--- config.mk ---
export PLATFORM = sky130hd
export DESIGN_NAME = buddy_alloc
export DESIGN_NICKNAME = d
export VERILOG_FILES = /design/src/rtl/buddy_pkg.sv /design/src/rtl/lowest_set.sv /design/src/rtl/size_to_order.sv /design/src/rtl/free_bitmaps.sv /design/src/rtl/buddy_alloc.sv
export SDC_FILE = /design/constraint.sdc
export NUM_CORES = 2
export LEC_CHECK = 0
export BUFFER_PORTS_ARGS = -buffer_cell sky130_fd_sc_hd__clkbuf_2
export CAP_MARGIN = 20
export CORE_ASPECT_RATIO = 0.75
export CORE_UTILIZATION = 54
export CTS_BUF_LIST = sky130_fd_sc_hd__clkbuf_8
export DETAILED_ROUTE_END_ITERATION = 16
export PLACE_DENSITY = 0.7
export SLEW_MARGIN = 20
export SYNTH_ARGS = -nofsm -noshare
export SYNTH_HDL_FRONTEND = slang
export SYNTH_SLANG_ARGS = --single-unit
--- constraint.sdc ---
create_clock -name clk -period 6.4 [get_ports clk]
set_input_delay 0.32 -clock clk [delete_from_list [all_inputs] [get_ports clk]]
set_output_delay 0.32 -clock clk [all_outputs]
set_load 0.05 [all_outputs]
--- src/rtl/buddy_pkg.sv ---
// Shared types for the buddy allocator.
package buddy_pkg;

    // Controller phases: idle, pick a source block, halve it, combine with partner
    typedef enum logic [1:0] {
        ST_IDLE  = 2'd0,
        ST_FIND  = 2'd1,
        ST_SPLIT = 2'd2,
        ST_MERGE = 2'd3
    } bst_e;

endpackage

--- src/rtl/lowest_set.sv ---
// lowest_set: priority encoder returning the index of the lowest set bit.
// Assumes OUT_W is wide enough to hold WIDTH-1; idx is 0 when no bit is set.
module lowest_set #(
    parameter int WIDTH = 8,
    parameter int OUT_W = 3
) (
    input  logic [WIDTH-1:0] vec,
    output logic             any,
    output logic [OUT_W-1:0] idx
);

    // Scan from the top so that the lowest set bit is written last
    always_comb begin
        any = |vec;
        idx = '0;
        for (int b = WIDTH - 1; b >= 0; b--) begin
            if (vec[b]) idx = OUT_W'(b);
        end
    end

endmodule

--- src/rtl/size_to_order.sv ---
// size_to_order: turns a byte count into a block level (order - MIN_ORD).
// Assumes SIZE_W > MAX_ORD so the region size is representable. Counts of
// 0 and 1 map to level 0. too_big flags counts above 2^MAX_ORD.
module size_to_order #(
    parameter int SIZE_W  = 16,
    parameter int MIN_ORD = 5,
    parameter int MAX_ORD = 12,
    parameter int LVL_W   = 3
) (
    input  logic [SIZE_W-1:0] size,
    output logic [LVL_W-1:0]  lvl,
    output logic              too_big
);

    localparam logic [SIZE_W-1:0] REGION = SIZE_W'(1) << MAX_ORD;

    // Smallest order whose block holds the count, found by a downward scan
    always_comb begin
        too_big = size > REGION;
        lvl     = '0;
        for (int o = MAX_ORD; o >= MIN_ORD; o--) begin
            if (size <= (SIZE_W'(1) << o)) lvl = LVL_W'(o - MIN_ORD);
        end
    end

endmodule

--- src/rtl/free_bitmaps.sv ---
// free_bitmaps: one free-bit vector per level. Level k covers blocks of
// order MIN_ORD+k, and has 2^(NUM_ORD-1-k) meaningful slots. Provides
// one write port, one read port and a lowest-free-slot encoder per level.
// Assumes the writer only sets clear bits and clears set bits.
module free_bitmaps #(
    parameter int NUM_ORD = 8,
    parameter int SLOTS   = 128,
    parameter int IDX_W   = 7,
    parameter int LVL_W   = 3
) (
    input  logic                            clk,
    input  logic                            rst_n,
    input  logic                            wr_en,
    input  logic [LVL_W-1:0]                wr_lvl,
    input  logic [IDX_W-1:0]                wr_idx,
    input  logic                            wr_val,
    input  logic [LVL_W-1:0]                rd_lvl,
    input  logic [IDX_W-1:0]                rd_idx,
    output logic                            rd_bit,
    output logic [NUM_ORD-1:0]              avail,
    output logic [NUM_ORD-1:0][IDX_W-1:0]   low_idx
);

    logic [NUM_ORD-1:0][SLOTS-1:0] map_q;

    // Free-bit storage: reset leaves only the whole region free
    always_ff @(posedge clk) begin
        if (!rst_n) begin
            map_q                <= '0;
            map_q[NUM_ORD-1][0]  <= 1'b1;
        end else if (wr_en) begin
            map_q[wr_lvl][wr_idx] <= wr_val;
        end
    end

    // Partner lookup for merging
    assign rd_bit = map_q[rd_lvl][rd_idx];

    // Lowest free slot at every level, sized to that level's slot count
    for (genvar k = 0; k < NUM_ORD; k++) begin : g_lvl
        localparam int W = 1 << (NUM_ORD - 1 - k);
        lowest_set #(
            .WIDTH (W),
            .OUT_W (IDX_W)
        ) u_pick (
            .vec (map_q[k][W-1:0]),
            .any (avail[k]),
            .idx (low_idx[k])
        );
    end


    set_only_clear_chk: assert property (@(posedge clk) disable iff (!rst_n)
        wr_en && wr_val |-> !map_q[wr_lvl][wr_idx]);


    clear_only_set_chk: assert property (@(posedge clk) disable iff (!rst_n)
        wr_en && !wr_val |-> map_q[wr_lvl][wr_idx]);


    slot_range_chk: assert property (@(posedge clk) disable iff (!rst_n)
        wr_en |-> ((int'(wr_idx) >> (NUM_ORD - 1 - int'(wr_lvl))) == 0));

endmodule

--- src/rtl/buddy_alloc.sv ---
// buddy_alloc: power-of-two block allocator for a 2^MAX_ORD byte region.
// An allocation picks a source block in one cycle and then halves it once
// per cycle. A free combines the block with its partner once per cycle.
// Assumes the caller frees only blocks it was granted, each once, and
// with the granted order.
module buddy_alloc
    import buddy_pkg::*;
#(
    parameter int MIN_ORD = 5,
    parameter int MAX_ORD = 12,
    parameter int SIZE_W  = 16
) (
    input  logic                             clk,
    input  logic                             rst_n,
    input  logic                             req_valid,
    output logic                             req_ready,
    input  logic                             req_free,
    input  logic [SIZE_W-1:0]                req_size,
    input  logic [MAX_ORD-1:0]               req_addr,
    input  logic [$clog2(MAX_ORD+1)-1:0]     req_order,
    output logic                             rsp_valid,
    output logic                             rsp_fail,
    output logic [MAX_ORD-1:0]               rsp_addr,
    output logic [$clog2(MAX_ORD+1)-1:0]     rsp_order
);

    localparam int ADDR_W  = MAX_ORD;
    localparam int ORD_W   = $clog2(MAX_ORD + 1);
    localparam int NUM_ORD = MAX_ORD - MIN_ORD + 1;
    localparam int LVL_W   = (NUM_ORD > 1) ? $clog2(NUM_ORD) : 1;
    localparam int IDX_W   = (NUM_ORD > 1) ? NUM_ORD - 1 : 1;
    localparam int SLOTS   = 1 << (NUM_ORD - 1);
    localparam logic [LVL_W-1:0] TOP_LVL = LVL_W'(NUM_ORD - 1);

    // Slot number of an address at a level
    function automatic logic [IDX_W-1:0] slot_of(input logic [ADDR_W-1:0] a,
                                                 input logic [LVL_W-1:0] l);
        return IDX_W'(a >> (int'(l) + MIN_ORD));
    endfunction

    // Address of a slot at a level
    function automatic logic [ADDR_W-1:0] base_of(input logic [IDX_W-1:0] i,
                                                  input logic [LVL_W-1:0] l);
        return ADDR_W'(i) << (int'(l) + MIN_ORD);
    endfunction

    // Absolute order of a level
    function automatic logic [ORD_W-1:0] ord_of(input logic [LVL_W-1:0] l);
        return ORD_W'(int'(l) + MIN_ORD);
    endfunction

    bst_e                           state_q;
    logic [LVL_W-1:0]               need_q;
    logic                           big_q;
    logic                           bad_q;
    logic [LVL_W-1:0]               cur_lvl_q;
    logic [ADDR_W-1:0]              cur_addr_q;
    logic                           rsp_valid_q;
    logic                           rsp_fail_q;
    logic [ADDR_W-1:0]              rsp_addr_q;
    logic [ORD_W-1:0]               rsp_order_q;

    logic [LVL_W-1:0]               size_lvl;
    logic                           size_big;
    logic                           wr_en;
    logic [LVL_W-1:0]               wr_lvl;
    logic [IDX_W-1:0]               wr_idx;
    logic                           wr_val;
    logic                           rd_bit;
    logic [NUM_ORD-1:0]             avail;
    logic [NUM_ORD-1:0][IDX_W-1:0]  low_idx;
    logic                           found;
    logic [LVL_W-1:0]               pick;
    logic                           accept;
    logic                           order_ok;
    logic                           free_bad;
    logic [LVL_W-1:0]               req_lvl;
    logic [ADDR_W-1:0]              low_mask;
    logic [LVL_W-1:0]               sp_lvl;
    logic [IDX_W-1:0]               sp_idx;
    logic [IDX_W-1:0]               own_idx;
    logic [IDX_W-1:0]               bud_idx;
    logic                           can_merge;

    size_to_order #(
        .SIZE_W  (SIZE_W),
        .MIN_ORD (MIN_ORD),
        .MAX_ORD (MAX_ORD),
        .LVL_W   (LVL_W)
    ) u_size (
        .size    (req_size),
        .lvl     (size_lvl),
        .too_big (size_big)
    );

    free_bitmaps #(
        .NUM_ORD (NUM_ORD),
        .SLOTS   (SLOTS),
        .IDX_W   (IDX_W),
        .LVL_W   (LVL_W)
    ) u_maps (
        .clk     (clk),
        .rst_n   (rst_n),
        .wr_en   (wr_en),
        .wr_lvl  (wr_lvl),
        .wr_idx  (wr_idx),
        .wr_val  (wr_val),
        .rd_lvl  (cur_lvl_q),
        .rd_idx  (bud_idx),
        .rd_bit  (rd_bit),
        .avail   (avail),
        .low_idx (low_idx)
    );

    assign req_ready = (state_q == ST_IDLE);
    assign accept    = req_valid && req_ready;

    // Validity of an incoming free: order in range and address aligned to it
    always_comb begin
        order_ok = (int'(req_order) >= MIN_ORD) && (int'(req_order) <= MAX_ORD);
        low_mask = ~({ADDR_W{1'b1}} << req_order);
        free_bad = !order_ok || (|(req_addr & low_mask));
        req_lvl  = LVL_W'(int'(req_order) - MIN_ORD);
    end

    // Smallest level at or above the needed one that holds a free block
    always_comb begin
        found = 1'b0;
        pick  = '0;
        for (int k = NUM_ORD - 1; k >= 0; k--) begin
            if (avail[k] && (LVL_W'(k) >= need_q)) begin
                found = 1'b1;
                pick  = LVL_W'(k);
            end
        end
    end

    // Slot arithmetic for the split and merge steps
    always_comb begin
        sp_lvl    = cur_lvl_q - LVL_W'(1);
        sp_idx    = slot_of(cur_addr_q, sp_lvl) ^ IDX_W'(1);
        own_idx   = slot_of(cur_addr_q, cur_lvl_q);
        bud_idx   = own_idx ^ IDX_W'(1);
        can_merge = (state_q == ST_MERGE) && !bad_q &&
                    (cur_lvl_q != TOP_LVL) && rd_bit;
    end

    // Bitmap write selection for the current phase
    always_comb begin
        wr_en  = 1'b0;
        wr_val = 1'b0;
        wr_lvl = '0;
        wr_idx = '0;
        case (state_q)
            ST_FIND: begin
                if (!big_q && found) begin
                    wr_en  = 1'b1;
                    wr_lvl = pick;
                    wr_idx = low_idx[pick];
                end
            end
            ST_SPLIT: begin
                wr_en  = 1'b1;
                wr_val = 1'b1;
                wr_lvl = sp_lvl;
                wr_idx = sp_idx;
            end
            ST_MERGE: begin
                if (!bad_q) begin
                    wr_en  = 1'b1;
                    wr_lvl = cur_lvl_q;
                    wr_val = !can_merge;
                    wr_idx = can_merge ? bud_idx : own_idx;
                end
            end
            default: ;
        endcase
    end

    // Controller sequencing and registered response
    always_ff @(posedge clk) begin
        if (!rst_n) begin
            state_q     <= ST_IDLE;
            need_q      <= '0;
            big_q       <= 1'b0;
            bad_q       <= 1'b0;
            cur_lvl_q   <= '0;
            cur_addr_q  <= '0;
            rsp_valid_q <= 1'b0;
            rsp_fail_q  <= 1'b0;
            rsp_addr_q  <= '0;
            rsp_order_q <= '0;
        end else begin
            rsp_valid_q <= 1'b0;
            case (state_q)
                ST_IDLE: begin
                    if (accept) begin
                        if (req_free) begin
                            state_q    <= ST_MERGE;
                            cur_addr_q <= req_addr;
                            cur_lvl_q  <= req_lvl;
                            bad_q      <= free_bad;
                        end else begin
                            state_q <= ST_FIND;
                            need_q  <= size_lvl;
                            big_q   <= size_big;
                        end
                    end
                end
                ST_FIND: begin
                    if (big_q || !found) begin
                        state_q     <= ST_IDLE;
                        rsp_valid_q <= 1'b1;
                        rsp_fail_q  <= 1'b1;
                        rsp_addr_q  <= '0;
                        rsp_order_q <= '0;
                    end else if (pick == need_q) begin
                        state_q     <= ST_IDLE;
                        rsp_valid_q <= 1'b1;
                        rsp_fail_q  <= 1'b0;
                        rsp_addr_q  <= base_of(low_idx[pick], pick);
                        rsp_order_q <= ord_of(pick);
                    end else begin
                        state_q    <= ST_SPLIT;
                        cur_lvl_q  <= pick;
                        cur_addr_q <= base_of(low_idx[pick], pick);
                    end
                end
                ST_SPLIT: begin
                    cur_lvl_q <= sp_lvl;
                    if (sp_lvl == need_q) begin
                        state_q     <= ST_IDLE;
                        rsp_valid_q <= 1'b1;
                        rsp_fail_q  <= 1'b0;
                        rsp_addr_q  <= cur_addr_q;
                        rsp_order_q <= ord_of(sp_lvl);
                    end
                end
                ST_MERGE: begin
                    if (bad_q) begin
                        state_q     <= ST_IDLE;
                        rsp_valid_q <= 1'b1;
                        rsp_fail_q  <= 1'b1;
                        rsp_addr_q  <= '0;
                        rsp_order_q <= '0;
                    end else if (can_merge) begin
                        cur_addr_q <= cur_addr_q &
                                      ~(ADDR_W'(1) << (int'(cur_lvl_q) + MIN_ORD));
                        cur_lvl_q  <= cur_lvl_q + LVL_W'(1);
                    end else begin
                        state_q     <= ST_IDLE;
                        rsp_valid_q <= 1'b1;
                        rsp_fail_q  <= 1'b0;
                        rsp_addr_q  <= cur_addr_q;
                        rsp_order_q <= ord_of(cur_lvl_q);
                    end
                end
                default: state_q <= ST_IDLE;
            endcase
        end
    end

    assign rsp_valid = rsp_valid_q;
    assign rsp_fail  = rsp_fail_q;
    assign rsp_addr  = rsp_addr_q;
    assign rsp_order = rsp_order_q;


    busy_after_accept_chk: assert property (@(posedge clk) disable iff (!rst_n)
        req_valid && req_ready |=> !req_ready);


    rsp_pulse_chk: assert property (@(posedge clk) disable iff (!rst_n)
        rsp_valid |=> !rsp_valid);


    alloc_align_chk: assert property (@(posedge clk) disable iff (!rst_n)
        rsp_valid && !rsp_fail |-> ((rsp_addr & ~({ADDR_W{1'b1}} << rsp_order)) == '0));


    fail_clean_chk: assert property (@(posedge clk) disable iff (!rst_n)
        rsp_valid && rsp_fail |-> (rsp_addr == '0) && (rsp_order == '0));


    split_above_need_chk: assert property (@(posedge clk) disable iff (!rst_n)
        state_q == ST_SPLIT |-> cur_lvl_q > need_q);


    order_range_chk: assert property (@(posedge clk) disable iff (!rst_n)
        rsp_valid && !rsp_fail |->
            (int'(rsp_order) >= MIN_ORD) && (int'(rsp_order) <= MAX_ORD));

endmodule

==> run summary <==
Syn_nets: 4854
Most Frequent Cell on Critical Path: buf_4
CP top delay family: simple AND/OR/NAND/NOR gates
Net Sw Frac: 0.414
Root Buffer: clkbuf_8
RR Startpoint: u_maps.map_q[80]
RSZ-0062 raised after global routing: no
Critical path launch point: u_maps.map_q[80]
Yosys top cell area share: 0.339
Setup violators final: 0
DRT Pass-1 Iters: 7
Initial core utilization: 0.546
Post-Syn Area: 43000 um2
Post-CTS resize count: 0
Beginning of the worst hold path: req_size[15]
Global Route Usage Sum: 0.388
PwrDens: 309 nW/um2
Psw: 5.93 mW
Critical Path RT: 7070 ps
Critical-path top delay cell: or4_1
Post-synthesis register bit count: 728
Static Leak: 16.9 nW
Cell taking the most area after synthesis: dfxtp_1
# port buffers: 54
First-pass GRT wire length: 243 mm
Tmin final: 6060 ps
Overall Power: 14.3 mW
Post-synth EDFFs: 0
Die height: 246 um
Critical path destination: u_maps.map_q[476]
Vias per inst: 7.54
Post-synth top cells: dfxtp_1, clkbuf_1, nand2_1, mux2i_1, o311ai_0
Proportion of layout cells with a drive suffix above 1: 0.148
Reg power frac: 0.331
Netlist cell types: 90
Skew-Pair Late Insertion Delay: 820 ps
CP Launch Type: register
Clock slew at reported path FFs: 70 ps
Status: completed
Initial antenna violation count: 7
Crit path depth: 15
Setup crit end kind: register
Num CTS Buffers: 114
R2R setup slack: 340 ps
Post-DRT Antenna Nets: 0
IO Pins: 55
Core ar.: 78700 um2
Setup Skew: 56.9 ps
Total Wirelength: 162 mm
Synth Flop Type: dfxtp_1
Top cells by area, synth: dfxtp_1, mux2i_1, mux4_2
Routability Congestion: 1.03
Hold WC Path Type: in2reg
Final core occ: 0.588
Critical Path, Cell by Cell: nor4_1, nand4_1, or4_1, o21ai_1, buf_4, nand2_2, inv_1, buf_4, nand2_1, a21oi_1, and3_2, buf_4, nand2_1, o311ai_0, o31ai_1
Via Count: 42.2k
Kind of critical path: reg2reg
Tightest Pin Transition: 1270 ps
Internal power: 8.38 mW
CTS tree: built
DR iter-0 viols: 7333
Asr flop ratio synth: 0
Peak supply drop: 0.371 mV
WP buf/inv: 4
Reg2reg end: u_maps.map_q[476]
Clock Path Buffers: 3
Post-DR wirelength/cell: 28.9 um
R2r worst-path depth: 15
Top-count cell post-synth: dfxtp_1
Placement Cell Area: 43700 um2
Die area: 80700 um2
Final Max Slew Viols: 0
Avg Cell Area, Syn: 8.95 um2
Max stage delay on crit path: 800 ps
Cell Rows: 89
Sequential fraction of the synthesis area: 0.339
Clock sinks: 728
Maxcap violations: 0
Max-slew headroom: 0.143
Nets: 4517
CP max FO: 15
Logic pwr share: 0.367
Gate Count Post-Synth: 4801
Setup TNS Final: 0 ps
Final instance area: 46300 um2
Pin count of the biggest net entering global routing: 224
Vias in the first global route: 37.7k
H-tree levels: 3
Final global-route overflow total: 0
Power share of the clock group: 0.301
Max Clock Freq: 165 MHz
Yosys warnings: 0
DRC errors left: 0
Final period utilization: 0.947
Final hold vios: 0
Die Wd: 328 um
Crit path DAT: 6730 ps
Hpwl dp: 105 mm
Synth-to-layout area growth: 7.72%
layout by cell type, fill, tap and decap left out, types with 15 or more instances in the layout:
| master | count |
|---|---|
| dfxtp_1 | 726 |
| nand2_1 | 498 |
| mux2i_1 | 406 |
| o311ai_0 | 358 |
| o31ai_1 | 232 |
| nand4_1 | 209 |
| nor2_1 | 182 |
| mux4_2 | 175 |
| nand3_1 | 169 |
| o41ai_1 | 161 |
| buf_4 | 158 |
| clkbuf_8 | 141 |
| a21oi_1 | 108 |
| nor4_1 | 102 |
| inv_1 | 93 |
| nor3_1 | 90 |
| o21ai_0 | 90 |
| clkbuf_2 | 53 |
| or4_1 | 34 |
| buf_12 | 34 |
| a31oi_1 | 29 |
| o211ai_1 | 27 |
| a32oi_1 | 23 |
| a211oi_1 | 23 |
| nor2b_1 | 20 |
| clkinv_2 | 18 |
| ha_1 | 17 |
| nand2b_1 | 16 |
| a311oi_1 | 16 |
| or3_1 | 15 |
routing by layer:
layer  GRT usage  share of wire  up-vias
met1       0.551           0.40    20416
met2       0.533           0.40     3096
met4       0.162          0.046       12
met3       0.127           0.14      525
li1            -              -    18193
met5           0        0.00055        -
tightest hold or removal path, stage by stage:
cell and delay, ps:
clkbuf_2 80, or3_1 130, o221ai_1 100, o211a_1 130
worst min path at each step:
| stage | endpoint | slack (ps) | cells past startpoint |
|---|---|---|---|
| CTS | need_q[0] | 1 | 4 |
| finish | need_q[0] | 40 | 4 |
| global placement | u_maps.map_q[737] | 440 | 2 |
| global route | cur_addr_q[8] | 40 | 3 |
| detailed placement | u_maps.map_q[995] | 450 | 2 |
| floorplan | u_maps.map_q[355] | 430 | 2 |
metrics by stage:
step | hold slack, ps | setup slack (ps) | cells
finish | 42.3 | 340 | 5605
global route | 44.8 | 264 | 5598
detailed placement | 448 | 716 | 5380
global placement | 441 | 879 | 5380
CTS | 1.32 | 668 | 5596
floorplan | 432 | 1170 | 4801
layout make-up:
type	instances	area, um2
Tap cell	1046	1310
Sequential cell	728	14600
Fill cell	6759	32400
Inverter	68	255
Multi-Input combinational cell	3292	25400
Clock inverter	61	484
Clock buffer	141	1940
Antenna cell	9	22.5
Timing Repair Buffer	260	2290
sequential cells by signal, indices dropped and copies added, names as in the netlist:
signal / flops
big_q: 1
u_maps.map_q: 688
rsp_valid: 1
cur_addr_q: 12
rsp_order: 4
rsp_fail: 1
bad_q: 1
state_q: 2
rsp_addr: 12
cur_lvl_q: 3
need_q: 3
kinds of logic after synthesis:
group | after synthesis | share of synthesized area
simple gates | 1418 | 0.163
compound gates | 1252 | 0.228
buf+inv | 781 | 0.0734
flops | 728 | 0.339
mux | 594 | 0.190
fa+ha+maj | 17 | 0.00495
xor+xnor | 11 | 0.00224
repair_timing:
action,CTS,global route
hold buffers,14,0
endpoints found under the hold margin,40,0
buffers inserted,0,0
power by group through the flow:
stage | combinational (mW) | sequential, mW | clock, mW
final | 5.26 | 4.74 | 4.31
after global routing | 5.38 | 4.74 | 4.51
after CTS | 5.02 | 4.73 | 4.31
after detailed placement | 5.00 | 4.83 | 0
after global placement | 4.99 | 4.83 | 0
after floorplan | 3.27 | 4.85 | 0
Note: power is estimated with default switching activity, not from simulation.
